File: src/rtl/usb_evt_pkg.sv
package usb_evt_pkg;
  localparam int unsigned FLAG_W = 8;
  localparam int unsigned ADDR_W = 4;

  localparam int unsigned BIT_SOF   = 7;
  localparam int unsigned BIT_SUSP  = 6;
  localparam int unsigned BIT_RES   = 5;
  localparam int unsigned BIT_BRST  = 4;
  localparam int unsigned BIT_CRC   = 3;
  localparam int unsigned BIT_UNF   = 2;
  localparam int unsigned BIT_OVF   = 1;
  localparam int unsigned BIT_STALL = 0;

  localparam logic [ADDR_W-1:0] OFS_CLR = 4'hA;
  localparam logic [ADDR_W-1:0] OFS_SET = 4'hB;
  localparam logic [ADDR_W-1:0] OFS_EN  = 4'hE;
endpackage

File: src/rtl/usb_idle_timer.sv
module usb_idle_timer #(
  parameter int unsigned IDLE_CYC = 96000
) (
  input  logic clk,
  input  logic rst,
  input  logic bus_active,
  output logic susp_evt,
  output logic res_evt,
  output logic suspended
);
  localparam int unsigned CW = $clog2(IDLE_CYC + 1);
  localparam logic [CW-1:0] LAST = CW'(IDLE_CYC - 1);

  logic [CW-1:0] cnt;

  // expiry and wake are decoded from the current state; the flag bank latches them
  assign susp_evt = !suspended && !bus_active && (cnt == LAST);
  assign res_evt  = suspended && bus_active;

  always_ff @(posedge clk) begin
    if (rst) begin
      cnt       <= '0;
      suspended <= 1'b0;
    end else begin
      if (bus_active || suspended || susp_evt) cnt <= '0;
      else                                     cnt <= cnt + 1'b1;
      if (susp_evt)     suspended <= 1'b1;
      else if (res_evt) suspended <= 1'b0;
    end
  end
endmodule

File: src/rtl/usb_flag_bank.sv
module usb_flag_bank #(
  parameter int unsigned W = 8
) (
  input  logic         clk,
  input  logic         rst,
  input  logic [W-1:0] hw_evt,
  input  logic [W-1:0] clr_mask,
  input  logic [W-1:0] set_mask,
  output logic [W-1:0] flags_d,
  output logic [W-1:0] flags_q
);
  // the clear is applied first, so an event in the same cycle keeps the bit set
  assign flags_d = (flags_q & ~clr_mask) | set_mask | hw_evt;

  always_ff @(posedge clk) begin
    if (rst) flags_q <= '0;
    else     flags_q <= flags_d;
  end
endmodule

File: src/rtl/usb_evt_flags.sv
module usb_evt_flags
  import usb_evt_pkg::*;
#(
  parameter int unsigned IDLE_CYC = 96000
) (
  input  logic              clk,
  input  logic              rst,
  input  logic              bus_active,
  input  logic              ev_sof,
  input  logic              ev_busrst,
  input  logic              ev_crc,
  input  logic              ev_unf,
  input  logic              ev_ovf,
  input  logic              ev_stall,
  input  logic              reg_wr,
  input  logic [ADDR_W-1:0] reg_addr,
  input  logic [FLAG_W-1:0] reg_wdata,
  output logic [FLAG_W-1:0] reg_rdata,
  output logic              irq
);
  logic              susp_evt, res_evt, susp;
  logic [FLAG_W-1:0] hw_evt, clr_mask, set_mask, flags_d, flags_q, en_q, en_d;

  usb_idle_timer #(.IDLE_CYC(IDLE_CYC)) u_idle (
    .clk(clk), .rst(rst), .bus_active(bus_active),
    .susp_evt(susp_evt), .res_evt(res_evt), .suspended(susp)
  );

  always_comb begin
    hw_evt            = '0;
    hw_evt[BIT_SOF]   = ev_sof;
    hw_evt[BIT_SUSP]  = susp_evt;
    hw_evt[BIT_RES]   = res_evt;
    hw_evt[BIT_BRST]  = ev_busrst;
    hw_evt[BIT_CRC]   = ev_crc;
    hw_evt[BIT_UNF]   = ev_unf;
    hw_evt[BIT_OVF]   = ev_ovf;
    hw_evt[BIT_STALL] = ev_stall;
  end

  assign clr_mask = (reg_wr && reg_addr == OFS_CLR) ? reg_wdata : '0;
  assign set_mask = (reg_wr && reg_addr == OFS_SET) ? reg_wdata : '0;
  assign en_d     = (reg_wr && reg_addr == OFS_EN)  ? reg_wdata : en_q;

  usb_flag_bank #(.W(FLAG_W)) u_bank (
    .clk(clk), .rst(rst), .hw_evt(hw_evt), .clr_mask(clr_mask),
    .set_mask(set_mask), .flags_d(flags_d), .flags_q(flags_q)
  );

  always_ff @(posedge clk) begin
    if (rst) begin
      en_q      <= '0;
      irq       <= 1'b0;
      reg_rdata <= '0;
    end else begin
      en_q <= en_d;
      irq  <= |(flags_d & en_d);
      case (reg_addr)
        OFS_CLR, OFS_SET: reg_rdata <= flags_q;
        OFS_EN:           reg_rdata <= en_q;
        default:          reg_rdata <= '0;
      endcase
    end
  end
endmodule

File: config.mk
export PLATFORM = sky130hd
export DESIGN_NAME = usb_evt_flags
export DESIGN_NICKNAME = d
export VERILOG_FILES = /design/src/rtl/usb_evt_pkg.sv /design/src/rtl/usb_idle_timer.sv /design/src/rtl/usb_flag_bank.sv /design/src/rtl/usb_evt_flags.sv
export SDC_FILE = /design/constraint.sdc
export NUM_CORES = 1
export LEC_CHECK = 0
export BUFFER_PORTS_ARGS = -buffer_cell sky130_fd_sc_hd__buf_2
export CORE_MARGIN = 3
export CORE_UTILIZATION = 30
export DETAILED_ROUTE_END_ITERATION = 6
export SLEW_MARGIN = 20
export SYNTH_ARGS = -nofsm -noshare
export SYNTH_HDL_FRONTEND = slang
export SYNTH_SLANG_ARGS = --single-unit
File: constraint.sdc
create_clock -name clk -period 1.7 [get_ports clk]
set_input_delay 0.17 -clock clk [delete_from_list [all_inputs] [get_ports clk]]
set_output_delay 0.17 -clock clk [all_outputs]
set_load 0.1 [all_outputs]
; Yosys cells after proc, flatten, opt, wreduce, memory -nomap -nowiden
; Cells that the tools add are included.
[classes]
shift = 0
n_mul = 0
n_lt_le_gt_ge = 0
reduce_logical = 14
mux = 6
n_addsub = 1
div = 0
bitwise = 5
eq_ne = 4
[ops]
columns = operator, n
row1 = $mux 8, 3
row2 = $add 17x1->17 const B, 1
row3 = $eq 17x17->1 const B, 1
row4 = $and 8x8->8, 2
row5 = $or 8x8->8, 2
row6 = $pmux 8 s2, 1
row7 = $eq 4x4->1 const B, 3
row8 = $not 8->8, 1
row9 = $reduce_or 8->1, 1
row10 = $logic_and 1x1->1, 6
row11 = $reduce_or 2->1, 2
row12 = $logic_not 1->1, 2
row13 = $logic_or 1x1->1, 2
row14 = $mux 1, 2
row15 = $reduce_bool 2->1, 1
[word_totals]
latch_bits = 0
input_bits = 22
mem_bits_ro = 0
ff_bits = 43
n_memories = 0
wordCells = 36
ramBits = 0
output_inout_bits = 9

; Depth between registers and ports, before layout
[depth]
depth_word = 9
depth_mapped = 8
ltp_nobuf = 6

; By module
; A second synthesis with hierarchy kept.
[unflattened]
hier_cells = 226
hier_area_um2 = 2039.5
[by_module_without_submodules]
columns = mod, area_each_um2, seq_area_each_um2, cells_each, instances
row1 = usb_idle_timer, 820.8, 360.3, 93, 1
row2 = usb_evt_flags, 807.0, 340.3, 92, 1
row3 = usb_flag_bank, 411.6, 160.2, 41, 1

; Worst setup path after synthesis
; Ideal clock, no wire load.
[synth_timing]
path_kind = register -> register
from = register u_idle.cnt[2]
to = register u_idle.cnt[15]
t_required_ns = 1.585
t_arrival_ns = 1.370
setup_time_ns = 0.115
slack_ns = 0.215
n_path_buf = 1
stages_incl_launch_ff = 8
period_less_slack_ns = 1.485
cell_sequence = dfxtp_1 and4_1 and4_4 and3_4 nor2_2 nand2_2 buf_4 nor2_1
[synth_via]
elab_chain_len = 4
word_cells_on_any_way = 5
classes_between = add/sub (1) / eq/ne (1) / reduce/logical (3)
[synth_rtl]
columns = item, line_no
row1 = from (decl), usb_idle_timer.sv:14  ; logic [CW-1:0] cnt;
row2 = from (signal assigned), usb_idle_timer.sv:26  ; else cnt <= cnt + 1'b1;
row3 = "parallel branches: the longest is 4 deep, another holds $add 17x1->17", n/a
; Several ways; the timed one is not identified.
; A chain may end at the register's enable or synchronous reset.

; Worst setup path in the final report
[layout_timing]
from = register u_idle.cnt[4]
to = register u_idle.cnt[4]
; Same word-level chain as after synthesis.

==> results.tsv <==
metric	value	unit
drc	0	
total_power	2130	uW
synth.distinct_cells	38	
vias	1483	
cts_sinks	43	
netlist.top_cell.by_area	dfxtp_1	
area_growth	24.3	%
p_leak	0.000919	uW
ys_seq_area_frac	0.478	
reg2reg_setup_slack	0.15	ns
netlist_top_cells_area	dfxtp_1 (48%), nor2_1 (9.2%), xor2_1 (5.3%), mux2i_1 (5.0%), a22oi_1 (3.8%)	
clk-insertion-delay-late	0.29	ns
cts_resized	0	
grt_max_degree	27	
holdPathStages	3	
start_kind	register	
drive_above_1_share	0.239	
placedInstanceArea	2100	um^2
clkTransAtPathRegs	0.08	ns
worst_pin_slew	0.491	ns
rr_endpoint	u_idle.cnt[4]	
drtAntennaViolNets	0	
ioPinCount	31	
routed_wl	3900	um
crit_required	1.87	ns
clock_tree.buffer_depth	2	
post_cts_buffers	0	
ctsHoldBuffers	0	
grt_pass1_wl	6980	um
syn-num-nets	222	
grt_setup_unrepaired	false	
viasPerCell	4.71	
avgSynthCellArea	9.05	um^2
synth.top_cell.area_share	0.478	
min_period_over_period	0.910	
antenna_cells	0	
endpoint_kind	register	
design_area	2240	um^2
min_path_type	primary input to register	
ys_warn_count	0	
hp-start	ev_crc	
nFillCells	561	
nNetsFinal	265	
r2r_cells	6	
ir_drop	0.476	mV
avgRoutedWirePerCell	12.4	um
finalHoldViolCount	0	
rows	27	
start_util	0.319	
dieArea	6970	um^2
r2r-start	u_idle.cnt[4]	
fin_crit	1.55	ns
critical_path.max_fanout	16	
whs	0.107	ns
maxCapViolCount	0	
ys_seq_elements	43	
ctsRootBufferMaster	clkbuf_8	
tns	0	ns
min_to	u_bank.flags_q[3]	
cts_made_buffers	5	
drtPass1Iterations	4	
syn_inst	199	
setup-violations-final	0	
drv_slew	0	
drt_iter0_drc	62	
htreeDepth	2	
grtUsageTotal	0.121	
synth_area	1800	um^2
grt_pass1_vias	1584	
path_class	register to register	
io_buffer_count	30	
tritoncts	built	
worst_clock_skew	0.00597	ns
power_density	950	nW/um^2
timing.fmax	646	MHz
utilization	0.397	
dieHeight	83.5	um
cp.arrival	1.72	ns
dp_hpwl	2870	um
dieWidth	83.5	um
core_area	5640	um^2
max_slew_margin	0.675	
antenna_found_initial	0	
gp_congestion	0.742	
overflow	0	
outcome	finished clean	
## synthesized netlist by cell type
cell type and n:
a22oi_1 9, mux2_1 1, and4_4 1, mux2i_1 9
buf_2 2, nor3_1 3, and3_4 1, buf_1 1
buf_6 1, xor2_1 11, o22ai_1 5, a31oi_1 1
and4_1 1, nand3_1 5, o31ai_1 2, nand4b_1 1
and3_1 2, buf_4 2, a311oi_1 2, and2_1 4
clkbuf_1 3, dfxtp_1 43, nand2_1 13, and4b_1 2
nor2_2 1, a21oi_2 1, a211o_1 2, xnor2_1 4
nor4_1 1, nand2_2 1, nand3b_1 2, a21boi_0 2
a21oi_1 9, nor2_1 44, inv_1 1, or2_0 1
ha_1 1, nand4_1 4
## worst max-delay path by stage
stage,from,cells past startpoint,endpoint,slack (ns)
5_1_grt,u_idle.cnt[12],6,u_idle.cnt[5],0.03
4_1_cts,u_idle.cnt[12],6,u_idle.cnt[5],0.13
6_report,u_idle.cnt[4],6,u_idle.cnt[4],0.15
3_5_place_dp,reg_addr[2],8,irq,-0.08
2_1_floorplan,u_idle.cnt[2],7,u_idle.cnt[15],0.22
3_3_place_gp,reg_addr[2],8,irq,-0.03
## logic make-up (layout without fill, tap and decap cells)
logic type / count (synthesis) / in the layout / synth area share
flip-flops: 43 / 43 / 0.478
AO/OA/AOI/OAI: 33 / 33 / 0.124
adder cells (fa/ha/maj): 1 / 1 / 0.00694
buffers and inverters: 10 / 54 / 0.0305
AND/OR/NAND/NOR: 87 / 87 / 0.231
XOR/XNOR: 15 / 15 / 0.0729
multiplexers: 10 / 10 / 0.0563
## through the flow
step           setup slack (ns)  std cells
6_report                  0.152        315
5_1_grt                  0.0274        315
4_1_cts                   0.133        315
3_5_place_dp            -0.0764        307
3_3_place_gp            -0.0322        307
2_1_floorplan             0.215        199
## per-layer routing
| metal | wire [um] | share of wire | up-vias | GRT usage |
|---|---|---|---|---|
| li1 | - | - | 775 | - |
| met1 | 1880 | 0.48 | 675 | 0.146 |
| met2 | 1830 | 0.47 | 28 | 0.207 |
| met3 | 166 | 0.043 | 5 | 0.0355 |
| met4 | 31 | 0.0080 | 0 | 0.0365 |
| met5 | 0 | 0 | - | 0 |
## critical path: stages, from the launching register on
cell and delay [ns]:
dfxtp_1 0.36, and4_1 0.23, and4_4 0.27, and3_4 0.20, nor2_2 0.05, nand2_2 0.24, nor2_1 0.09
## layout by cell type, fill, tap and decap left out, types with 2 or more instances in the layout
cell	n
nor2_1	44
dfxtp_1	43
buf_2	30
buf_4	15
nand2_1	13
xor2_1	11
a22oi_1	9
mux2i_1	9
a21oi_1	9
o22ai_1	5
nand3_1	5
clkbuf_8	5
xnor2_1	4
and2_1	4
nand4_1	4
nor3_1	3
and3_1	2
and4b_1	2
a21boi_0	2
a311oi_1	2
nand3b_1	2
a211o_1	2
o31ai_1	2
bufinv_16	2
## final cells by class
class                   instances  area (um^2)  area share
clock inverters                 3         67.6      0.0302
well taps                      72         90.1      0.0402
inverters                       1         3.75     0.00168
multi-input cells             146          886       0.396
repair buffers                 45          263       0.117
clock buffers                   5         68.8      0.0307
flip-flops and latches         43          861       0.384
## sequential cells by signal, indices dropped and copies added (netlist names)
| signal | count |
|---|---|
| en_q | 8 |
| irq | 1 |
| reg_rdata | 8 |
| u_idle.cnt | 17 |
| u_bank.flags_q | 8 |
| u_idle.suspended | 1 |
## report_power, final
group / switching, uW / internal (uW)
logic: 97.0 / 57.3
registers: 9.68 / 1030
clock network: 353 / 586
No activity file was read; power rests on OpenSTA's default activity.
